[config.mk]
export PLATFORM = sky130hd
export DESIGN_NAME = segLatchDecoder
export DESIGN_NICKNAME = d
export VERILOG_FILES = /design/src/rtl/segPkg.sv /design/src/rtl/segControl.sv /design/src/rtl/segDatapath.sv /design/src/rtl/segLatchDecoder.sv
export SDC_FILE = /design/constraint.sdc
export NUM_CORES = 1
export LEC_CHECK = 0
export ABC_CLOCK_PERIOD_IN_PS = 2350
export BUFFER_PORTS_ARGS = -buffer_cell sky130_fd_sc_hd__buf_4
export CAP_MARGIN = 20
export CORE_AREA = 5 5 42 44
export DETAILED_ROUTE_END_ITERATION = 8
export DIE_AREA = 0 0 47 49
export HOLD_SLACK_MARGIN = 0.12
export PLACE_DENSITY = 0.61
export SLEW_MARGIN = 20
export SYNTH_ARGS = -nofsm -noshare
export SYNTH_HDL_FRONTEND = slang
export SYNTH_SLANG_ARGS = --single-unit
[constraint.sdc]
create_clock -name clk -period 2.35 [get_ports clk]
set_input_delay 0 -clock clk [delete_from_list [all_inputs] [get_ports clk]]
set_output_delay 0 -clock clk [all_outputs]
set_load 0.02 [all_outputs]
[src/rtl/segPkg.sv]
package segPkg;
  localparam int DIGIT_W = 4;
  localparam int SEG_N   = 7;
  localparam int MAX_DIGIT = 9;

  typedef struct packed {
    logic captureEn;  // sample the live digit this cycle
    logic useStored;  // decoder reads the register instead of the bypass
    logic forceAll;   // light every segment
    logic forceOff;   // darken every segment
  } segStrobes_t;
endpackage

[src/rtl/segControl.sv]
module segControl
  import segPkg::*;
(
  input  logic        holdEn,
  input  logic        blankN,
  input  logic        lampTestN,
  output segStrobes_t strobes
);
  always_comb begin
    strobes.captureEn = ~holdEn;
    strobes.useStored = holdEn;
    strobes.forceAll  = ~lampTestN;
    strobes.forceOff  = lampTestN & ~blankN;
  end
endmodule

[src/rtl/segDatapath.sv]
module segDatapath
  import segPkg::*;
#(
  parameter int DW = DIGIT_W,
  parameter int SN = SEG_N
) (
  input  logic          clk,
  input  logic          rst,
  input  logic [DW-1:0] digitIn,
  input  segStrobes_t   strobes,
  output logic [SN-1:0] segOut
);
  logic [DW-1:0] storedDigit;
  logic [DW-1:0] shownDigit;
  logic [SN-1:0] decoded;

  always_ff @(posedge clk) begin
    if (rst)                    storedDigit <= '0;
    else if (strobes.captureEn) storedDigit <= digitIn;
  end

  assign shownDigit = strobes.useStored ? storedDigit : digitIn;

  always_comb begin
    decoded = '0;
    if (int'(shownDigit) <= MAX_DIGIT) begin
      case (int'(shownDigit))
        0: decoded = SN'(7'h3F);
        1: decoded = SN'(7'h06);
        2: decoded = SN'(7'h5B);
        3: decoded = SN'(7'h4F);
        4: decoded = SN'(7'h66);
        5: decoded = SN'(7'h6D);
        6: decoded = SN'(7'h7D);
        7: decoded = SN'(7'h07);
        8: decoded = SN'(7'h7F);
        default: decoded = SN'(7'h6F);
      endcase
    end
  end

  for (genvar s = 0; s < SN; s++) begin : g_segDrive
    assign segOut[s] = strobes.forceAll | (~strobes.forceOff & decoded[s]);
  end
endmodule

[src/rtl/segLatchDecoder.sv]
module segLatchDecoder
  import segPkg::*;
(
  input  logic               clk,
  input  logic               rst,
  input  logic [DIGIT_W-1:0] digitIn,
  input  logic               holdEn,
  input  logic               blankN,
  input  logic               lampTestN,
  output logic [SEG_N-1:0]   segOut
);
  segStrobes_t strobes;

  segControl u_ctrl (
    .holdEn(holdEn), .blankN(blankN), .lampTestN(lampTestN), .strobes(strobes)
  );

  segDatapath #(.DW(DIGIT_W), .SN(SEG_N)) u_dp (
    .clk(clk), .rst(rst), .digitIn(digitIn), .strobes(strobes), .segOut(segOut)
  );
endmodule

======== After elaboration in Yosys (flattened, before gate mapping) ========
Memories as Yosys holds them, arrays and structs flattened.
Cells that the tools add are included.
word-level totals
  input port bits ......................... 9
  memories kept ........................... 1
  word-level logic and storage cells ...... 23
  bits in read-only memories .............. 112
  output and inout bits ................... 7
  bits in writable memories ............... 0
  register bits ........................... 4
  latch bits .............................. 0
memory list
  memory           depth  width  rd ports  clocked after memory_dff  wr ports  RTL line           text
  (no name shown)  16     7      1         0                         0         segDatapath.sv:27  case (int'(shownDigit))
cells by class
  $add $sub $neg .......................... 0
  divide/modulo/power cells ............... 0
  mux-type cells .......................... 2
  equality and inequality tests ........... 0
  multiply operators ...................... 0
  magnitude comparators ................... 1
  shift operators ......................... 0
  reduce and logical (&&, ||, !) cells .... 0
  bitwise gates (word level) .............. 18
operators by type and width
  cell                                         number
  bitwise AND 1 bit                            8
  two-way mux 7 bit                            1
  OR 1 bit                                     7
  <= comparator 4 bit (second input constant)  1
  two-way mux 4 bit                            1
  NOT 1 bit                                    3

======== Depth between registers and ports, before layout ========
Gate-level depths: netlist of run 1.
  depth in word-level cells ............... 5
  mapped depth ............................ 9
  gate-level depth less buffers ........... 8

======== Modules after synthesis ========
From an unflattened synthesis of run 1, not the netlist that was laid out.
unflattened totals
  cells, all modules ...................... 62
  area, all modules ....................... 531.8 sq um
modules (own cells, without submodules)
  module       area an instance (sq um)  sequential area each (sq um)  instances  cells each
  segDatapath  503.0                     80.1                          1          58
  segControl   28.8                      0.0                           1          4

======== Worst setup path before layout of run 1 ========
No wires, ideal clock.
  path kind ............................... register to output
  start point ............................. register u_dp.storedDigit[0]
  end point ............................... output segOut[3]
  buffers on the path ..................... 0
  arrival time ............................ 1.684 ns
  required time ........................... 2.350 ns
  stages on the path, launching flop included .. 8
  setup slack ............................. 0.666 ns
  path through ............................ dfxtp_1 > mux2i_1 > inv_1 > ha_1 > or2_2 > and3_4 > a21oi_2 > o21ai_1
on the way
  longest elaborated chain between the ends .. 5
  elaborated cells on any way between the ends .. 6
  classes of those cells .................. order compare (1); mux (2); bitwise (2); memory (1)
ends and longest elaborated chain
  what                                                               RTL line               text
  start: declaration                                                 segDatapath.sv:13      logic [DW-1:0] storedDigit;
  start signal: assignment                                           segDatapath.sv:19      else if (strobes.captureEn) storedDigit <= digitIn;
  two-way mux 4 bit *                                                segDatapath.sv:22      assign shownDigit = strobes.useStored ? storedDigit : digitIn;
  named net u_dp.shownDigit[0]                                       segDatapath.sv:14      logic [DW-1:0] shownDigit;
  memory (16 x 7 bit) / <= comparator 4 bit (equally long branches)  -
  two-way mux 7 bit *                                                segDatapath.sv:26      if (int'(shownDigit) <= MAX_DIGIT) begin
  bitwise AND 1 bit *                                                segDatapath.sv:43      assign segOut[s] = strobes.forceAll | (~strobes.forceOff & decoded[s]);
  OR 1 bit *                                                         segDatapath.sv:43
  end: declaration                                                   segLatchDecoder.sv:10  output logic [SEG_N-1:0] segOut
Mark *: on every way through the listed nets, which the timed path passes. The rest lies on a longest branch.

======== Worst setup path in the final report of run 1 ========
  start point ............................. register u_dp.storedDigit[0]
  end point ............................... output segOut[5]
The elaborated chain is that of the path after synthesis.

==> results.md, run 1 <==
Logic synthesis:
- The number of synthesized register bits is 4.
- The combined area of all synthesized cells is 423 µm².
- The count of synthesis-stage warnings from yosys is 0.
- The number of nets in the synthesized netlist is 66.
- The share of the Yosys chip area taken by registers is 18.9%.
- The number of distinct standard cells referenced by the synthesized netlist is 22.
- Synthesis produced a netlist whose cell count is 52.
- A synthesized cell averages 8.13 µm².

Min path:
- In this run the most critical hold path is launched from digitIn[0].
- For hold timing, the worst endpoint is u_dp.storedDigit[0].
- The worst hold path belongs to the class in -> reg.
- The cell count of the worst hold path is 3.

Critical path:
- In this design, the stage delay of the slowest critical-path cell is 360 ps.
- The start of the worst register-to-register path is u_dp.storedDigit[2].
- The element type at the critical path start is a register.
- The setup slack of the most critical reg-to-reg path is 1000 ps.
- Traced cell by cell, the critical path runs through mux2i_1 > inv_1 > ha_1 > or2_2 > and3_4 > a21oi_2 > o21ai_1 > buf_4.
- The worst-case reg-to-reg path depth is 3.
- The startpoint-to-endpoint class of the critical path is reg -> out.
- The arrival time of the worst setup path is 2160 ps.
- The destination of the worst register-to-register timing path is u_dp.storedDigit[2].
- The highest net fanout along the worst path is 5.
- The nature of the critical path endpoint is an output pin.
- For this design, the slowest cell found on the critical path is sky130_fd_sc_hd__mux2i_1.
- STA puts the critical path data required time at 2350 ps.

Place:
- The placed wire-length estimate is 766 µm.
- The placer's final routability congestion estimate is 0.761.
- Buffers placed on the I/O ports in this run total 15.

Global routing:
- The first-pass GRT wire length is 1620 µm.
- Global routing consumed, on the met1 layer, 11.0% of the routing resources.
- The initial antenna violation count is 0.
- The met2 global-route usage is 14.0%.
- Entering global routing, the biggest net connects 10 pins.
- In the global route stage, overall resource usage came out at 9.71%.
- The most crowded layer after global routing is met2.
- The global-route congestion overflow total is 0.
- For met3 alone, demand over resource in global routing was 5.17%.
- The via count of the first global-routing pass is 401.

Drt:
- Before antenna repair, the detailed router went through 3 iterations.
- The first routing iteration left 6 violations.
- The detail route stage leaves a number of antenna-violating nets equal to 0.
- The number of vias per cell after detailed routing is 4.89.
- The detailed-route via count is 430.
- Summed over all layers, the routed wires come to 948 µm.
- After detailed routing, the average wire length per cell comes to 10.8 µm.
- The DRC violations left is 0.

Clock tree:
- At the later pin of the worst-skew pair, clock insertion delay measures 230 ps.
- TritonCTS built the clock tree.
- Counting every sink on the clock net gives 4.
- The tree is rooted in a sky130_fd_sc_hd__clkbuf_4.
- The post-CTS setup buffer count is 0.
- In this run the number of H-tree levels came out at 1.
- Clock-pin slew was measured on the worst setup and hold paths at 30 ps.
- The TritonCTS buffer count is 3.
- The buffer levels on the longest clock path is 2.

STA:
- The final-layout setup total negative slack is 0 ps.
- The setup violation total in the final timing report is 0.
- The number of hold-slack violations in the final timing report was 0.
- The worst max-slew margin expressed relative to the limit is 70.4%.
- For this run, the top clock speed supported by timing is 463 MHz.
- Setup repair after global routing left no endpoint under its margin.
- The post-route clock skew is 0 ps.
- The count of final max-slew check failures was 0.
- The final period demand of the worst path is 2160 ps.
- The final period utilization is 92.0%.
- The slew of the pin with the lowest slew margin is 432 ps.

Floorplan:
- The placeable core region is 1400 µm².
- The floorplan step set the die width to 47 µm.
- The die covers 2300 µm².
- The floorplan die height is 49 µm.
- For this design the top-level I/O count stands at 16.
- For this configuration, the core starts out at a cell density of 30.2%.
- The floorplan row count is 14.

Cells and area:
- The top cell types in the final layout, fill and taps aside, are sky130_fd_sc_hd__buf_4, sky130_fd_sc_hd__nor2_1, sky130_fd_sc_hd__o21ai_1, sky130_fd_sc_hd__ha_1.
- The end-of-flow core utilization is 42.6%.
- The register with the most flip-flops in the final layout is u_dp.storedDigit.
- The most common library cell in the layout ignoring fill and taps is sky130_fd_sc_hd__buf_4.
- The largest registers in the layout are u_dp.storedDigit (4).
- The net total in the final layout is 88.
- The antenna diode count is 0.
- The share of post-route cells with drive strength above 1 is 31.9%.
- The register with the most flip-flops in the layout has 4 of them.
- The layout has 151 filler cells.
- From synthesis to final layout, the design area changed by 41.1%.

Pwr:
- The internal power summed over all cells is 187 µW.
- The total power density per cell area is 468 nW/µm².
- The total design power is 279 µW.
- Net switching is 33.1% of the power.
- The peak ir drop on the vdd network is 0.262 mV.
- The switching power is 92.5 µW.
- In this run, the combinational gates consume 43.0% of the power.
- The standby leakage power is 0.266 nW.
- The sequential group share of total power is 26.8%.
- The part of the total power dissipated in the clock network is 30.2%.

Job:
- The tool flagged a number of max-cap violations equal to 0.

Outcome:
- The flow ran to the end, and the final reports show no timing, DRC or antenna violations.
## power groups by stage
stage / Clock, mW / Combinational, mW / Sequential [mW]
after floorplan: 0 / 0.0755 / 0.0755
after global placement: 0 / 0.116 / 0.0758
after detailed placement: 0 / 0.117 / 0.0758
after CTS: 0.0892 / 0.121 / 0.0748
after global routing: 0.0959 / 0.132 / 0.0751
final: 0.0843 / 0.120 / 0.0749
## synth_stat cells
cell	number	area, µm²
sky130_fd_sc_hd__a21oi_2	1	8.76
sky130_fd_sc_hd__nand2b_1	4	25.0
sky130_fd_sc_hd__o22ai_1	1	6.26
sky130_fd_sc_hd__o21ai_1	5	25.0
sky130_fd_sc_hd__inv_1	3	11.3
sky130_fd_sc_hd__and3_4	1	11.3
sky130_fd_sc_hd__or2_2	1	6.26
sky130_fd_sc_hd__nand2_1	4	15.0
sky130_fd_sc_hd__a21oi_1	4	20.0
sky130_fd_sc_hd__mux2i_4	2	45.0
sky130_fd_sc_hd__dfxtp_1	4	80.1
sky130_fd_sc_hd__nor2b_1	2	12.5
sky130_fd_sc_hd__nand3b_1	1	7.51
sky130_fd_sc_hd__nor2_1	6	22.5
sky130_fd_sc_hd__mux2i_1	1	10.0
sky130_fd_sc_hd__and2_1	1	6.26
sky130_fd_sc_hd__o211ai_1	1	7.51
sky130_fd_sc_hd__a32oi_1	1	8.76
sky130_fd_sc_hd__nor3b_1	2	15.0
sky130_fd_sc_hd__ha_1	5	62.6
sky130_fd_sc_hd__buf_6	1	11.3
sky130_fd_sc_hd__o21ai_0	1	5.00
## metrics by stage
step	instances	setup WS (ps)	area [µm²]	hold WS, ps
4_1_cts	88	174	597	138
5_1_grt	88	6.72	597	166
3_3_place_gp	82	510	544	194
3_5_place_dp	82	428	544	192
6_report	88	188	597	139
2_1_floorplan	52	666	423	72.4
## worst max-delay path: cells and delay by family (launching register included)
family                     cells  cell delay, ps
and+or+nand+nor                2             470
AOI/OAI and AO/OA              2             280
buffers and inverters          2             290
muxes                          1             360
adders and majority gates      1             250
DFF                            1             280
## area by class of cell
cell class                 count  area (µm²)  area share [%]
sequential                     4        80.1            13.4
clock buffer                   3        22.5            3.77
inverter                       3        11.3            1.89
timing repair buffer          18         143            23.9
tap                           16        20.0            3.35
multi-input combinational     44         320            53.7
## timing repair
action,in CTS,in global routing
gates resized for setup,0,0
hold buffers,3,0
setup endpoints to repair,0,0
endpoints found under the hold margin,4,0
## metal layers
layer	vias up	part of all wire, %
met3	2	3.7
li1	223	-
met4	0	1.2
met5	-	0
met1	198	44
met2	7	51
## how the worst max path moves through the flow
stage	startpoint	to	slack (ps)	depth (start not counted)
6_report	u_dp.storedDigit[0]	segOut[5]	190	8
5_1_grt	u_dp.storedDigit[0]	segOut[3]	7	8
4_1_cts	u_dp.storedDigit[0]	segOut[6]	170	8
3_5_place_dp	u_dp.storedDigit[0]	segOut[6]	430	8
3_3_place_gp	u_dp.storedDigit[0]	segOut[3]	510	8
2_1_floorplan	u_dp.storedDigit[0]	segOut[3]	670	7
## kinds of logic after synthesis
kind of cell             Yosys count  synth area share [%]
buffers and inverters              4                  5.33
AND/OR/NAND/NOR                   22                  28.7
flip-flops                         4                  18.9
adder cells (fa/ha/maj)            5                  14.8
multiplexers                       3                  13.0
AO/OA/AOI/OAI                     14                  19.2
Power figures use the tool's default switching activity.
==> run 2, diff against run 1 <==
--- a/config.mk
+++ b/config.mk
@@ -9,6 +9,7 @@
 export BUFFER_PORTS_ARGS = -buffer_cell sky130_fd_sc_hd__buf_4
 export CAP_MARGIN = 20
 export CORE_AREA = 5 5 42 44
+export CTS_BUF_LIST = sky130_fd_sc_hd__clkbuf_8
 export DETAILED_ROUTE_END_ITERATION = 8
 export DIE_AREA = 0 0 47 49
 export HOLD_SLACK_MARGIN = 0.12
==> run 2 against run 1 <==
  * Combinational power barely moved
  * Final cell count did not move
  * Non-clock buffer count did not move
  * Sequential share of layout area fell by 0.41 points
  * Design area rose by 3.1%
  * Critical endpoint unchanged
==> results.md, run 2 (synthesis gave the netlist of run 1 again) <==
Floorplan:
- The number of top-level pins is 16.
- The floorplan row count is 14.
- The die area is 2300 µm².
- The initial utilization of the core area, before any placement, comes to 30.2%.
- The overall die width is 47 µm.
- The floorplan die height is 49 µm.
- The region available for standard cell placement spans 1400 µm².

Drt:
- The count of nets left with antenna violations after detail routing is 0.
- The number of iterations in the first detailed-routing pass is 3.
- The DRC violations left is 0.
- The detailed-route via count is 433.
- Dividing the detail-routed via count by the number of cells gives 4.92.
- After the first detailed-routing iteration, the DRC count stood at 8.
- The final routed wirelength across all metal layers is 945 µm.
- The average wire per cell in the routed design is 10.7 µm.

STA:
- Setup violations remaining at the end of the flow were counted as 0.
- The post-route clock skew is 0 ps.
- The slew of the pin with the lowest slew margin is 435 ps.
- Setup repair after global routing left no endpoint under its margin.
- The worst max-slew margin expressed relative to the limit is 70.1%.
- After layout, the minimum clock period comes to 2140 ps.
- The final period utilization is 91.2%.
- The number of hold-slack violations in the final timing report is 0.
- The post-route worst hold slack is 159 ps.
- Timing would allow up to 467 MHz.
- The count of final max-slew check failures is 0.
- Setup total negative slack on the finished layout was measured at 0 ps.

Cells and area:
- The finished layout cell area is 616 µm².
- Registers take 80.1 µm².
- More flip-flops sit in one register than any other, and that register is u_dp.storedDigit.
- The signed area change from the synthesized netlist to the final layout is 45.6%.
- The final layout contains 88 nets.
- The register with the most flip-flops in the layout has 4 of them.
- Of the cells placed in the final design, the portion with a size suffix greater than 1 is 31.9%.
- The library cell used most frequently in the layout, excluding fill and tap cells, is sky130_fd_sc_hd__buf_4.
- The largest registers in the layout are u_dp.storedDigit (4).
- The library cells used most frequently in the layout, excluding fill and tap cells, are sky130_fd_sc_hd__buf_4, sky130_fd_sc_hd__nor2_1, sky130_fd_sc_hd__o21ai_1, sky130_fd_sc_hd__ha_1.
- The total area of multi-input combinational cells is 320 µm².
- Fill cells in the final layout number 149.
- After the flow finishes, the layout carries non-filler instances totaling 88.
- The antenna diode count is 0.

Clock tree:
- The clock edge transition at the registers on the reported setup and hold paths is 30 ps.
- The post-CTS setup buffer count is 0.
- The buffer levels on the longest clock path is 2.
- The number of clock sinks seen by CTS is 4.
- The TritonCTS buffer count is 3.
- The clock tree from TritonCTS is yes.
- The depth of the CTS H-tree is 1.
- The later-pin clock latency in the skew report is 210 ps.
- After clock tree synthesis, the repair step resized 0 gates.
- The cell at the root of the clock tree is sky130_fd_sc_hd__clkbuf_8.

Global routing:
- The first-pass GRT wire length is 1620 µm.
- The initial antenna violation count was 0.
- Global routing finished with a remaining overflow of 0.
- The via count of the first global-routing pass is 398.
- Entering global routing, the biggest net connects 10 pins.
- The overall routing resource usage is 9.71%.

Pwr:
- The total power density per cell area is 550 nW/µm².
- The peak ir drop on the vdd network is 0.466 mV.
- For this design the static power due to leakage is 0.274 nW.

Place:
- Port buffering added 15 buffers.
- The placer's final routability congestion estimate is 0.761.
- Once placement finished, the instance area stood at 544 µm².
- The placed wire-length estimate is 766 µm.
- Including well taps, the total number of placed cells is 82.

Critical path:
- Data on the critical path arrives at its endpoint at 2140 ps.
- The critical path is of the reg -> out type.
- The worst setup path is launched from a register.
- For the worst setup path, the data required time is 2350 ps.
- In this run the worst path has a maximum fanout of 5.
- The worst setup path is captured at an output pin.

Outcome:
- The flow ran to the end, and the final reports show no timing, DRC or antenna violations.

Job:
- The max-capacitance violation count is 0.

Min path:
- The path class of the tightest hold or removal check is in -> reg.
==> run 2: worst max-delay path: stages (launching register included) <==
cell	delay, ps
sky130_fd_sc_hd__dfxtp_1	280
sky130_fd_sc_hd__mux2i_1	360
sky130_fd_sc_hd__inv_1	130
sky130_fd_sc_hd__ha_1	250
sky130_fd_sc_hd__or2_2	290
sky130_fd_sc_hd__and3_4	180
sky130_fd_sc_hd__a21oi_2	180
sky130_fd_sc_hd__o21ai_1	100
sky130_fd_sc_hd__buf_4	160
==> run 2: worst paths after layout <==
| path | slack, ps | startpoint | to | depth (start not counted) |
|---|---|---|---|---|
| max | 210 | u_dp.storedDigit[0] | segOut[5] | 8 |
| min | 160 | digitIn[0] | u_dp.storedDigit[0] | 3 |
| max reg2reg | 1000 | u_dp.storedDigit[2] | u_dp.storedDigit[2] | 3 |
| min reg2reg | 600 | u_dp.storedDigit[0] | u_dp.storedDigit[0] | 2 |
==> run 2: power by group <==
part	switching, mW	leakage (nW)	internal, mW	total (mW)
Clock	0.0344	0.0216	0.109	0.144
Combinational	0.0628	0.219	0.0573	0.120
Sequential	0.00251	0.0330	0.0724	0.0749
Total	0.0997	0.274	0.239	0.338
==> run 2: repair_timing <==
item / CTS / global route
endpoints found under the setup margin: 0 / 0
hold buffers: 3 / 0
endpoints found under the hold margin: 4 / 0
==> run 2: final cells by class <==
class / count / share of cell area (%)
clock buffer: 3 / 6.71
inverter: 3 / 1.83
multi-input combinational: 44 / 52.0
sequential: 4 / 13.0
tap: 16 / 3.25
timing repair buffer: 18 / 23.2
==> run 2: through the flow <==
| step | setup slack, ps | utilization [%] | total power, mW |
|---|---|---|---|
| floorplan | 666 | - | 0.151 |
| global placement | 510 | 38.8 | 0.192 |
| finish | 207 | 43.9 | 0.338 |
| CTS | 200 | 43.9 | 0.341 |
| global route | 36.6 | 43.9 | 0.361 |
| detailed placement | 428 | 38.8 | 0.193 |
==> run 2: layer usage <==
layer	track usage, %	routed length [µm]
met3	5.17	49
met1	11.0	405
met4	5.53	11
met5	0	0
met2	14.0	478
==> run 3, diff against run 2 <==
--- a/config.mk
+++ b/config.mk
@@ -5,7 +5,8 @@
 export SDC_FILE = /design/constraint.sdc
 export NUM_CORES = 1
 export LEC_CHECK = 0
-export ABC_CLOCK_PERIOD_IN_PS = 2350
+export ABC_AREA = 1
+export ABC_CLOCK_PERIOD_IN_PS = 2130
 export BUFFER_PORTS_ARGS = -buffer_cell sky130_fd_sc_hd__buf_4
 export CAP_MARGIN = 20
 export CORE_AREA = 5 5 42 44
@@ -13,7 +14,7 @@
 export DETAILED_ROUTE_END_ITERATION = 8
 export DIE_AREA = 0 0 47 49
 export HOLD_SLACK_MARGIN = 0.12
-export PLACE_DENSITY = 0.61
+export PLACE_DENSITY = 0.58
 export SLEW_MARGIN = 20
 export SYNTH_ARGS = -nofsm -noshare
 export SYNTH_HDL_FRONTEND = slang
==> constraint.sdc (replaced) <==
create_clock -name clk -period 2.13 [get_ports clk]
set_input_delay 0 -clock clk [delete_from_list [all_inputs] [get_ports clk]]
set_output_delay 0 -clock clk [all_outputs]
set_load 0.02 [all_outputs]
==> run 3 against run 2 <==
  * Critical path depth grew 3
  * Total power rose by 9.2%
  * Largest cell class unchanged
  * Worst setup slack got worse by 19 ps
  * First-iteration DRC count is 13% higher
==> results.md, run 3 <==
Outcome:
- The flow ran to the end, and the final reports show no timing, DRC or antenna violations.

STA:
- The post-route clock skew is 0 ps.
- The fmax is 515 MHz.
- The count of final max-slew check failures is 0.
- The final-layout setup total negative slack is 0 ps.
- At the pin with the least slew margin, the transition time is 600 ps.
- Setup repair after global routing left no endpoint under its margin.
- The final period utilization is 91.2%.
- The worst max-slew margin expressed relative to the limit is 59.6%.
- The final period demand of the worst path is 1940 ps.
- The number of hold-slack violations in the final timing report came to 0.
- Setup violations remaining at the end of the flow were counted as 0.

Cells and area:
- The largest registers in the layout are u_dp.storedDigit (4).
- The post-route netlist has 27.1% of its cells at a drive strength greater than 1.
- The area growth from synthesis to layout is 45.4%.
- The flip-flop count of the largest register after layout is 4.
- Leaving out fill and tap cells, the most frequent cell in the layout is sky130_fd_sc_hd__nand2_1.
- More flip-flops sit in one register than any other, and that register is u_dp.storedDigit.
- 0 antenna diodes ended up in the layout.
- Leaving out fill and tap cells, the most frequent cells in the layout are sky130_fd_sc_hd__nand2_1, sky130_fd_sc_hd__buf_4, sky130_fd_sc_hd__nand3_1.
- Cells fill 40.9% of the core in the end.
- For this run, the post-layout net count is 101.
- The non-filler instance count after layout is 101.

Min path:
- In this run the worst hold path is classified as in -> reg.

Pwr:
- The part of the total power dissipated in the clock network is 43.5%.
- The total design power is 369 µW.
- The standby leakage power is 0.329 nW.
- In this run the power density over the cells is 645 nW/µm².
- The internal power summed over all cells is 254 µW.
- Of the total power, combinational logic draws 34.5%.
- The peak ir drop on the vdd network is 0.397 mV.
- Of the total power, the share spent switching nets is 31.3%.
- The sequential group share of total power is 22.0%.
- The analysis attributes to net switching a power of 116 µW.

Place:
- The placer's final routability congestion estimate is 0.735.
- The cell count after placement is 97.
- The placed wire-length estimate is 697 µm.
- Buffers placed on the I/O ports in this run total 15.

Clock tree:
- The number of clock sinks seen by CTS is 4.
- The number of setup buffers added after CTS is 0.
- CTS built an H-tree with a depth of 1.
- TritonCTS built the clock tree.
- The cell at the root of the clock tree is sky130_fd_sc_hd__clkbuf_8.
- Clock tree synthesis inserted a total of 3 buffers.
- The buffer levels on the longest clock path is 2.
- The number of gates resized after CTS was 0.
- The clock reaches the later pin of the worst-skew pair after 220 ps.
- Clock-pin slew was measured on the worst setup and hold paths at 30 ps.

Drt:
- For this run, design rule violations remaining after detail routing come to 0.
- The highest routing layer actually used is met4.
- The routed layout has 439 vias.
- The number of iterations in the first detailed-routing pass is 4.
- Once detail routing completed, the nets flagged for antenna violations numbered 0.
- Using the TritonRoute via totals, the vias-per-cell ratio works out to 4.35.
- In the detailed route, the total length drawn on met3 is 66 µm.
- The final routed wirelength across all metal layers is 871 µm.
- After detailed routing, the met2 layer carries 404 µm of wire.
- The detailed router's first-iteration violation count is 9.
- The detailed router put a total of 378 µm of wire on met1.
- After detailed routing, the average wire length per cell comes to 8.62 µm.

Critical path:
- The arrival time of the worst setup path is 1940 ps.
- The count of buffer and inverter cells on the critical path is 3.
- The nature of the critical path endpoint is an output pin.
- Of all nets on the critical path, the largest fanout is 7.
- The cell that appears most often on the critical path is sky130_fd_sc_hd__nand2_1.
- Walking the worst path, the cells encountered are or2_2 > o21ai_0 > inv_1 > ha_1 > inv_1 > nand2_1 > nand3_1 > a21oi_4 > nand2_1 > nand2_1 > buf_4.
- STA puts the critical path data required time at 2130 ps.
- The worst setup path is launched from a register.
- The largest single stage delay on the critical path is 280 ps.
- The slowest stage of the critical path belongs to the cell sky130_fd_sc_hd__dfxtp_1.
- The critical path is of the reg -> out type.
- In this design, the largest share of critical-path delay is due to simple AND/OR/NAND/NOR gates.

Job:
- The max-capacitance violation count is 0.

Logic synthesis:
- For this run, the number of Yosys warnings is 0.
- The cell type contributing the most total cell area after synthesis is sky130_fd_sc_hd__nand2_1.
- When the netlist entered floorplanning its net count stood at 81.
- The top-area cell type share of the netlist area is 28.6%.
- Ranked by instance count, the synthesized netlist is headed by sky130_fd_sc_hd__nand2_1, sky130_fd_sc_hd__nand3_1, sky130_fd_sc_hd__inv_1.
- Ranked by total cell area, the synthesized netlist is headed by sky130_fd_sc_hd__nand2_1, sky130_fd_sc_hd__dfxtp_1, sky130_fd_sc_hd__ha_1.
- The synthesized netlist cell count is 67.
- In the synthesized netlist the dominant register cell turns out to be sky130_fd_sc_hd__dfxtp_1.
- The mean instance size in the synthesized netlist is 5.88 µm².
- Yosys mapped a number of flops with a built-in enable equal to 0.
- The number of distinct standard cells referenced by the synthesized netlist is 13.
- The most frequently used cell type in the post-synthesis netlist is sky130_fd_sc_hd__nand2_1.
- After synthesis the netlist holds a flip-flop and latch count of 4.
- The part of the Yosys area used for sequential elements is 20.3%.
- The fraction of registers with async set/reset is 0%.
- The mapped netlist covers 394 µm².

Floorplan:
- In this run the count of I/O pins placed on the die edge is 16.
- The floorplan step defined a core boundary enclosing 1400 µm².
- The die area is 2300 µm².
- The initial utilization of the core area, before any placement, comes to 28.1%.
- The floorplan die height is 49 µm.
- From left edge to right edge, the die measures 47 µm.
- The floorplan has 14 rows.

Global routing:
- The via count of the first global-routing pass was 374.
- The first-pass GRT wire length is 1410 µm.
- Global routing used 8.43% of the available tracks across all layers.
- The initial antenna violation count is 0.
- The global-route congestion overflow total is 0.
- The maximum number of pins on one net before global-route repair is 9.
run 3: layer usage:
metal,vias to the layer above,track usage (%)
met3,3,2.58
met1,185,9.83
met2,11,12.7
li1,240,-
met5,-,0
met4,0,5.53
run 3: final timing paths:
check             slack, ps                start                   to  cells after the start
setup / recovery        190  u_dp.storedDigit[0]            segOut[0]                     11
hold reg to reg         640  u_dp.storedDigit[3]  u_dp.storedDigit[3]                      4
hold / removal          200           digitIn[3]  u_dp.storedDigit[3]                      5
setup reg to reg       1120  u_dp.storedDigit[0]  u_dp.storedDigit[0]                      3
run 3: area by class of cell:
cell class	count	area, µm²
fill	162	828
multi-input combinational	53	275
timing repair buffer	16	123
sequential	4	80.1
clock buffer	3	41.3
inverter	9	33.8
tap	16	20.0
run 3: timing repair:
item / in CTS / in global routing
hold buffers: 1 / 0
endpoints found under the setup margin: 0 / 0
hold endpoints to repair: 4 / 0
run 3: per-stage QoR:
step	hold WS (ps)	instance area, µm²	worst slack [ps]
detailed placement	198	522	420
CTS	194	573	167
floorplan	72.4	394	590
global placement	196	522	408
global route	237	573	11.3
finish	197	573	188
run 3: power by group through the flow:
stage	clock, mW	sequential, mW	combinational, mW
after global routing	0.173	0.0814	0.144
after floorplan	0	0.0821	0.0827
after global placement	0	0.0822	0.127
after CTS	0.167	0.0814	0.128
final	0.161	0.0814	0.127
after detailed placement	0	0.0824	0.126
run 3: logic make-up (layout without fill, tap and decap cells):
group | Yosys count | in the layout | share of synthesized area [%]
simple gates | 46 | 46 | 48.6
buf+inv | 10 | 28 | 9.84
fa+ha+maj | 5 | 5 | 15.9
flops | 4 | 4 | 20.3
compound gates | 2 | 2 | 5.40
run 3: worst min-delay path: cells and delay by family:
| kind | cells | cell delay [ps] |
|---|---|---|
| buffers and inverters | 2 | 160 |
| and+or+nand+nor | 3 | 220 |
